### config.mk
export PLATFORM = sky130hd
export DESIGN_NAME = smc_wb_bridge
export DESIGN_NICKNAME = d
export VERILOG_FILES = /design/src/rtl/smb_pkg.sv /design/src/rtl/smb_sync.sv /design/src/rtl/smb_ctrl.sv /design/src/rtl/smc_wb_bridge.sv
export SDC_FILE = /design/constraint.sdc
export NUM_CORES = 1
export LEC_CHECK = 0
export BUFFER_PORTS_ARGS = -buffer_cell sky130_fd_sc_hd__buf_2
export CORE_ASPECT_RATIO = 0.6
export CORE_MARGIN = 2
export CORE_UTILIZATION = 30
export DETAILED_ROUTE_END_ITERATION = 8
export PLACE_DENSITY_LB_ADDON = 0.3
export SYNTH_ARGS = -nofsm -noshare
export SYNTH_HDL_FRONTEND = slang
export SYNTH_SLANG_ARGS = --single-unit
export TNS_END_PERCENT = 100
### constraint.sdc
create_clock -name clk_i -period 4.17 [get_ports clk_i]
set_input_delay 0.417 -clock clk_i [delete_from_list [all_inputs] [get_ports clk_i]]
set_output_delay 0.417 -clock clk_i [all_outputs]
set_load 0.005 [all_outputs]
### src/rtl/smb_pkg.sv
package smb_pkg;

    localparam int EXT_AW = 26;
    localparam int DW     = 32;
    localparam int SEL_W  = DW / 8;

    typedef enum logic [1:0] {
        ST_IDLE = 2'd0,
        ST_BUSY = 2'd1,
        ST_DONE = 2'd2
    } smb_state_e;

    typedef struct packed {
        logic              is_io;
        logic              write;
        logic [SEL_W-1:0]  sel;
        logic [EXT_AW-1:0] addr;
        logic [DW-1:0]     wdata;
    } smb_req_t;

    function automatic logic [SEL_W-1:0] lanes_to_sel(input logic [SEL_W-1:0] lane_n);
        return ~lane_n;
    endfunction

endpackage

### src/rtl/smb_sync.sv
module smb_sync #(
    parameter int             W       = 1,
    parameter int             STAGES  = 2,
    parameter logic [W-1:0]   RST_VAL = '1
) (
    input  logic         clk_i,
    input  logic         rst_i,
    input  logic [W-1:0] d_i,
    output logic [W-1:0] q_o
);
    localparam int CHAIN_W = W * STAGES;

    logic [CHAIN_W-1:0] chain_q;

    always_ff @(posedge clk_i) begin
        if (rst_i) chain_q <= {STAGES{RST_VAL}};
        else       chain_q <= {chain_q[CHAIN_W-W-1:0], d_i};
    end

    assign q_o = chain_q[CHAIN_W-1 -: W];

    initial begin
        a_stage_count: assert (STAGES >= 2);
    end
endmodule

### src/rtl/smb_ctrl.sv
module smb_ctrl
    import smb_pkg::*;
#(
    parameter int NCS    = 6,
    parameter int MEM_CS = 4
) (
    input  logic              clk_i,
    input  logic              rst_i,
    input  logic [NCS-1:0]    cs_n_s_i,
    input  logic              oe_n_s_i,
    input  logic              we_n_s_i,
    input  logic [EXT_AW-1:0] addr_i,
    input  logic [DW-1:0]     data_i,
    input  logic [SEL_W-1:0]  lane_n_i,
    input  logic              mem_ack_i,
    input  logic              io_ack_i,
    input  logic [DW-1:0]     mem_dat_i,
    input  logic [DW-1:0]     io_dat_i,
    output smb_req_t          req_o,
    output logic              busy_o,
    output logic [DW-1:0]     rdata_o,
    output logic              data_oe_o
);
    smb_state_e st_q;
    smb_req_t   req_q;
    logic [DW-1:0] rdata_q;
    logic       rvld_q;

    logic cs_any;
    logic strobe;
    logic pick_io;
    logic ack_sel;
    logic [DW-1:0] rd_sel;

    assign cs_any = ~&cs_n_s_i;
    assign strobe = ~oe_n_s_i | ~we_n_s_i;

    // lowest-numbered active select decides the port
    always_comb begin
        logic found;
        found   = 1'b0;
        pick_io = 1'b1;
        for (int i = 0; i < NCS; i++) begin
            if (!found && !cs_n_s_i[i]) begin
                found   = 1'b1;
                pick_io = (i >= MEM_CS);
            end
        end
    end

    assign ack_sel = req_q.is_io ? io_ack_i : mem_ack_i;
    assign rd_sel  = req_q.is_io ? io_dat_i : mem_dat_i;

    always_ff @(posedge clk_i) begin
        if (rst_i) begin
            st_q    <= ST_IDLE;
            req_q   <= '0;
            rdata_q <= '0;
            rvld_q  <= 1'b0;
        end else begin
            case (st_q)
                ST_IDLE: begin
                    rvld_q <= 1'b0;
                    if (cs_any && strobe) begin
                        st_q        <= ST_BUSY;
                        req_q.is_io <= pick_io;
                        req_q.write <= ~we_n_s_i;
                        req_q.sel   <= lanes_to_sel(lane_n_i);
                        req_q.addr  <= addr_i;
                        req_q.wdata <= data_i;
                    end
                end
                ST_BUSY: begin
                    if (ack_sel) begin
                        st_q <= ST_DONE;
                        if (!req_q.write) begin
                            rdata_q <= rd_sel;
                            rvld_q  <= 1'b1;
                        end
                    end
                end
                ST_DONE: begin
                    if (!cs_any) begin
                        st_q   <= ST_IDLE;
                        rvld_q <= 1'b0;
                    end
                end
                default: st_q <= ST_IDLE;
            endcase
        end
    end

    assign req_o     = req_q;
    assign busy_o    = (st_q == ST_BUSY);
    assign rdata_o   = rdata_q;
    assign data_oe_o = rvld_q & ~oe_n_s_i & cs_any;

    // request fields hold until the selected slave acknowledges
    p_req_stable_r8: assert property (@(posedge clk_i) disable iff (rst_i)
        (busy_o && !ack_sel) |=> $stable(req_q));

    // an acknowledge ends the transfer on the next edge
    p_release_r8: assert property (@(posedge clk_i) disable iff (rst_i)
        (busy_o && ack_sel) |=> (!busy_o && st_q == ST_DONE));

    // a served select never relaunches directly
    p_single_r9: assert property (@(posedge clk_i) disable iff (rst_i)
        (st_q == ST_DONE) |=> !busy_o);

    // a launch needs a select together with a strobe
    p_launch_r7: assert property (@(posedge clk_i) disable iff (rst_i)
        $rose(busy_o) |-> $past(cs_any && strobe));

    // a write never leads to driving the shared bus
    p_no_drive_write_r10: assert property (@(posedge clk_i) disable iff (rst_i)
        (busy_o && req_q.write) |=> !data_oe_o);
endmodule

### src/rtl/smc_wb_bridge.sv
module smc_wb_bridge
    import smb_pkg::*;
#(
    parameter int NCS         = 6,
    parameter int MEM_CS      = 4,
    parameter int MEM_AW      = 32,
    parameter int IO_AW       = 24,
    parameter int IRQ_IN      = 32,
    parameter int IRQ_OUT     = 5,
    parameter int SYNC_STAGES = 2
) (
    input  logic                 clk_i,
    input  logic                 rst_i,
    input  logic [IRQ_IN-1:0]    irq_i,
    output logic [IRQ_OUT-1:0]   sm_irq_o,
    output logic                 sm_rst_n_o,
    input  logic [NCS-1:0]       sm_cs_n_i,
    input  logic                 sm_oe_n_i,
    input  logic                 sm_we_n_i,
    input  logic [SEL_W-1:0]     sm_lane_n_i,
    input  logic [EXT_AW-1:0]    sm_addr_i,
    input  logic [DW-1:0]        sm_data_i,
    output logic [DW-1:0]        sm_data_o,
    output logic                 sm_data_oe_o,
    output logic                 sm_wait_n_o,
    output logic                 mem_cyc_o,
    output logic                 mem_stb_o,
    output logic                 mem_we_o,
    output logic [SEL_W-1:0]     mem_sel_o,
    output logic [MEM_AW-1:0]    mem_adr_o,
    output logic [DW-1:0]        mem_dat_o,
    input  logic [DW-1:0]        mem_dat_i,
    input  logic                 mem_ack_i,
    output logic                 mem_rst_o,
    output logic                 io_cyc_o,
    output logic                 io_stb_o,
    output logic                 io_we_o,
    output logic [SEL_W-1:0]     io_sel_o,
    output logic [IO_AW-1:0]     io_adr_o,
    output logic [DW-1:0]        io_dat_o,
    input  logic [DW-1:0]        io_dat_i,
    input  logic                 io_ack_i,
    output logic                 io_rst_o
);
    localparam int CTL_W = NCS + 2;

    logic [CTL_W-1:0] ctl_s;
    logic [NCS-1:0]   cs_n_s;
    logic             oe_n_s;
    logic             we_n_s;
    smb_req_t         req;
    logic             busy;

    smb_sync #(.W(CTL_W), .STAGES(SYNC_STAGES), .RST_VAL({CTL_W{1'b1}})) u_sync (
        .clk_i (clk_i),
        .rst_i (rst_i),
        .d_i   ({sm_cs_n_i, sm_oe_n_i, sm_we_n_i}),
        .q_o   (ctl_s)
    );

    assign cs_n_s = ctl_s[CTL_W-1:2];
    assign oe_n_s = ctl_s[1];
    assign we_n_s = ctl_s[0];

    smb_ctrl #(.NCS(NCS), .MEM_CS(MEM_CS)) u_ctrl (
        .clk_i     (clk_i),
        .rst_i     (rst_i),
        .cs_n_s_i  (cs_n_s),
        .oe_n_s_i  (oe_n_s),
        .we_n_s_i  (we_n_s),
        .addr_i    (sm_addr_i),
        .data_i    (sm_data_i),
        .lane_n_i  (sm_lane_n_i),
        .mem_ack_i (mem_ack_i),
        .io_ack_i  (io_ack_i),
        .mem_dat_i (mem_dat_i),
        .io_dat_i  (io_dat_i),
        .req_o     (req),
        .busy_o    (busy),
        .rdata_o   (sm_data_o),
        .data_oe_o (sm_data_oe_o)
    );

    assign mem_cyc_o = busy & ~req.is_io;
    assign mem_stb_o = busy & ~req.is_io;
    assign mem_we_o  = req.write;
    assign mem_sel_o = req.sel;
    assign mem_adr_o = MEM_AW'(req.addr);
    assign mem_dat_o = req.wdata;

    assign io_cyc_o  = busy & req.is_io;
    assign io_stb_o  = busy & req.is_io;
    assign io_we_o   = req.write;
    assign io_sel_o  = req.sel;
    assign io_adr_o  = IO_AW'(req.addr);
    assign io_dat_o  = req.wdata;

    assign sm_wait_n_o = ~busy;
    assign sm_irq_o    = irq_i[IRQ_OUT-1:0];
    assign sm_rst_n_o  = ~rst_i;
    assign mem_rst_o   = rst_i;
    assign io_rst_o    = rst_i;

    // never both ports at once
    p_one_port_r3: assert property (@(posedge clk_i) disable iff (rst_i)
        !(mem_cyc_o && io_cyc_o));

    // the wait line is held low for the whole transfer
    p_wait_held_r8: assert property (@(posedge clk_i) disable iff (rst_i)
        (mem_cyc_o || io_cyc_o) |-> !sm_wait_n_o);
endmodule

# Word-level counts from Yosys, hierarchy flattened
# Cells that the tools add are included.
# totals
elab_cells,71
ff_bits,115
# op_classes
reduce_logical,23
bitwise_logic,12
muxes,21
n_eq_ne,6
# ops
operator,n
32-bit two-way mux,1
1-bit two-way mux,15
1-bit logical NOT,10
1-bit logical AND,6
2-bit two-way mux,3
"2-bit by 1-bit != test with 1-bit output, second input constant",3
1-bit NOT,6
2-bit case mux with 3 select lines,1
3-bit AND reduction,2
6-bit AND reduction,1
1-bit bitwise AND,4
4-bit NOT,1
4-bit AND reduction,1
1-bit case mux with 3 select lines,1
3-bit nonzero test,1
"2-bit by 1-bit equality test with 1-bit output, second input constant",1
"2-bit equality test, second input constant",1
2-bit logical NOT,1
"2-bit != test, second input constant",1
2-bit AND reduction,1
1-bit bitwise OR,1

# Depth between registers and ports, before layout
# logic_depth
ltp_word,15
mapped_depth,6
depth_no_buf,3

# Hierarchy
# Synthesis repeated with hierarchy kept, for this count alone.
# hier_totals
hier_cells,569
area_unflattened_um2,5729.2
# modules_own_cells
module,seq_area_each_um2,area_each_um2,instances,cells_each
smb_ctrl,1981.9,4639.4,1,447
smc_wb_bridge,0.0,598.1,1,81
smb_sync,320.3,491.7,1,41

# Least setup slack after synthesis
# Ideal clock, no wire load.
# synth_path
kind,register to output
startpoint,reg u_ctrl.req_q (netlist bit u_ctrl.req_o[63])
endpoint,out io_stb_o
path_slack_ns,2.552
path_stages_with_launch,6
arrival_time_ns,1.201
cell_sequence,dfxtp_1 buf_6 clkbuf_1 inv_1 nor2_1 buf_4
# synth_between
elab_chain_cells,1
# synth_lines
element,line_no,rtl
start: declaration,smb_ctrl.sv:25,smb_req_t req_q;
1-bit bitwise AND,--,
end: declaration,smc_wb_bridge.sv:36,"output logic io_stb_o,"
# No other way between the ends.

# Worst setup path in the final report
# layout_path
startpoint,reg u_ctrl.st_q[0]
endpoint,reg u_ctrl.rdata_q[8] (netlist: u_ctrl.rdata_o[8])
# layout_between
elab_chain_cells,2
# layout_lines
element,line_no,rtl
start: declaration,smb_ctrl.sv:24,smb_state_e st_q;
start signal: assignment,smb_ctrl.sv:56,st_q <= ST_IDLE;
start signal: assignment,smb_ctrl.sv:65,st_q <= ST_BUSY;
start signal: assignment,smb_ctrl.sv:75,st_q <= ST_DONE;
2-bit by 1-bit equality test with 1-bit output,smb_ctrl.sv:61,case (st_q)
3-bit AND reduction (no line),--,
end signal: assignment,smb_ctrl.sv:77,rdata_q <= rd_sel;
end: declaration,smb_ctrl.sv:26,logic [DW-1:0] rdata_q;
# No other way between the ends.
# A chain may end at the register's enable or synchronous reset.

==> run_results.csv <==
group,metric,value,unit
sta,finClkSkew,0.01092,ns
sta,max_freq,440.2,MHz
cells_and_area,nNetsFinal,940,
cts,path_clk_slew,0.06,ns
synth,ys_top_cells_by_area,"dfxtp_1, buf_4, mux2i_1",
grt,grt_max_degree,58,
synth,yosysWarnings,0,
routing,num_vias,4349,
placement,numPortBuffers,302,
routing,antenna_left,0,
routing,drt_iter0_drc,176,
critical_path,worst_setup_path_end_kind,"flip-flop",
critical_path,cp_top_family,"simple AND/OR/NAND/NOR gates",
min_path,holdPathEnd,"u_sync.chain_q[1]$_SDFF_PP1_",
synth,async_reset_ff_share,0,%
critical_path,path_class,"reg -> reg",
critical_path,worstSetupStartpointType,"flip-flop",
placement,dp_hpwl,10070,um
critical_path,slowest_stage,"and2_2",
cts,root_buffer,"clkbuf_16",
critical_path,cp.required,4.40,ns
sta,fin_crit,2.272,ns
power,powerDensity,453.7,mW/mm^2
grt,grt_pass1_wl,21490,um
min_path,worstHoldPathType,"in -> reg",
cells_and_area,drive_gt1_share,49.62,%
critical_path,reg2reg_to,"u_ctrl.rdata_o[8]$_SDFFE_PP0P_",
sta,setup-tns-final,0,ns
cts,cts_max_level,4,
sta,max_slew_margin,34.79,%
routing,viasPerCell,4.226,
sta,worst_pin_slew,0.9782,ns
cells_and_area,postLayoutCoreUtil,37.54,%
cts,postCtsSetupRepairBufs,0,
sta,setup_viol,0,
grt,overflow,0,
synth,synth-main-ff-cell,"dfxtp_1",
floorplan,pin_count,346,
cts,cts_buffers,17,
routing,wl,14310,um
synth,yosys-top-cells-count,"buf_4, nand2_1, dfxtp_1, mux2i_1, a21oi_1",
sta,final-max-slew-violation-count,0,
floorplan,die_y,112.0,um
synth,synth_seq_cells,115,
synth,synth_most_common_cell,"buf_4",
synth,synth-edff-count,0,
critical_path,path_max_fanout,34,
cts,hold_buffers,0,
critical_path,critPathMaxStageDelay,0.86,ns
synth,yosysTopAreaCell,"dfxtp_1",
sta,rsz0062_at_grt,"no",
floorplan,coreArea,0.01903,mm^2
sta,finalCritPeriodShare,54.47,%
critical_path,crit_chain,"nor3b_4, buf_4, and2_2, a211oi_2",
synth,synth.distinct_cells,30,
critical_path,r2r_start,"u_ctrl.st_q[0]$_SDFFE_PP0P_",
sta,hold_violations,0,
synth,synth.avg_cell_area,9.479,um^2
routing,route.detailed.drc,0,
critical_path,crit_arrival,2.50,ns
min_path,hold_start,"sm_oe_n_i",
cells_and_area,area_growth,22.56,%
power,p_leak,0.003391,uW
floorplan,rows,39,
power,vdd_drop_max,0.2446,mV
grt,grt_pass1_vias,4081,
cts,clk_latency,0.40,ns
cts,cts_tree,"yes",
floorplan,start_util,30.63,%
outcome,status,"completed",
routing,dr.pass1.iters,4,
cts,clock-sinks,115,
synth,synth_top_area_share,39.49,%
synth,syn_area,0.005829,mm^2
grt,grt_usage,13.41,%
run,drv_cap,0,
cts,clockBufferDepth,2,
critical_path,ff2ff_setup_slack,1.90,ns
min_path,hold_path_depth,2,
floorplan,die_w,184.0,um
placement,place.gp.congestion,0.6758,
critical_path,reg2reg_depth,4,
floorplan,dieArea,0.02060,mm^2
synth,ys_seq_area_share,39.49,%
grt,grt_antenna_before_repair,3,
synth,synthCells,615,
cts,cts_resized,0,
critical_path,crit_buf_inv,1,
routing,wl_per_cell,13.90,um
-- registers in the layout, summed over array words and instances, names as in the netlist --
| register | flops |
|---|---|
| u_ctrl.rvld_q | 1 |
| u_ctrl.st_q | 2 |
| u_ctrl.rdata_o | 32 |
| u_ctrl.req_o | 64 |
| u_sync.chain_q | 16 |
-- area by class of cell --
| class | instances | area, um^2 |
|---|---|---|
| Fill cell | 1929 | 11890 |
| Antenna cell | 1 | 2.502 |
| Multi-Input combinational cell | 324 | 2273 |
| Tap cell | 246 | 307.8 |
| Inverter | 3 | 12.51 |
| Clock buffer | 19 | 452.9 |
| Timing Repair Buffer | 309 | 1564 |
| Clock inverter | 12 | 227.7 |
| Sequential cell | 115 | 2303 |
-- report_power, final --
| part | switching [uW] | internal, uW |
|---|---|---|
| sequential | 34.5 | 1150 |
| combinational | 190 | 178 |
| clock | 532 | 1150 |
| total | 757 | 2480 |
-- cell families after synthesis --
group	after synthesis	share of synthesized area, %
flip-flops	115	39.49
buffers and inverters	181	22.09
AO/OA/AOI/OAI	83	12.28
AND/OR/NAND/NOR	144	10.37
multiplexers	91	15.71
other	1	0.06433
-- layout by cell type (no fill, tap or decap), drive strengths merged, types with 2 or more instances in the layout --
cell	instances
buf	309
nand2	117
dfxtp	115
mux2i	90
a21oi	34
a211oi	34
clkbuf	19
or2	16
conb	6
bufinv	6
nor2	5
o211ai	5
o211a	5
clkinv	5
inv	3
o21a	3
nor3b	2
-- metrics by stage --
step | power (uW) | hold WS [ns] | instance area (um^2) | setup slack [ns] | instances
finish | 3241 | 0.1865 | 7144 | 1.898 | 1029
global route | 3390 | 0.1687 | 7142 | 1.772 | 1028
CTS | 3309 | 0.1639 | 7142 | 1.901 | 1028
detailed placement | 1584 | 0.3899 | 6461 | 1.918 | 997
global placement | 1583 | 0.3880 | 6461 | 1.941 | 997
floorplan | 1502 | 0.3832 | 5848 | 2.552 | 620
-- per-layer routing --
layer	track usage, %	vias up	part of all wire [%]
li1	-	2213	-
met1	18.22	1953	50
met2	20.15	168	42
met3	5.005	11	7.2
met4	3.093	4	0.83
met5	0	-	0.17
-- how the worst max path moves through the flow --
stage,startpoint,to,depth (start not counted)
after floorplan,u_ctrl.req_o[63]$_SDFFE_PP0P_,io_stb_o,5
after global placement,u_ctrl.st_q[0]$_SDFFE_PP0P_,u_ctrl.rdata_o[13]$_SDFFE_PP0P_,4
after global routing,u_ctrl.st_q[0]$_SDFFE_PP0P_,u_ctrl.rdata_o[0]$_SDFFE_PP0P_,4
final,u_ctrl.st_q[0]$_SDFFE_PP0P_,u_ctrl.rdata_o[8]$_SDFFE_PP0P_,4
after detailed placement,u_ctrl.st_q[0]$_SDFFE_PP0P_,u_ctrl.rdata_o[6]$_SDFFE_PP0P_,4
after CTS,u_ctrl.st_q[0]$_SDFFE_PP0P_,u_ctrl.rdata_o[9]$_SDFFE_PP0P_,4
Note: power is estimated with default switching activity, not from simulation.
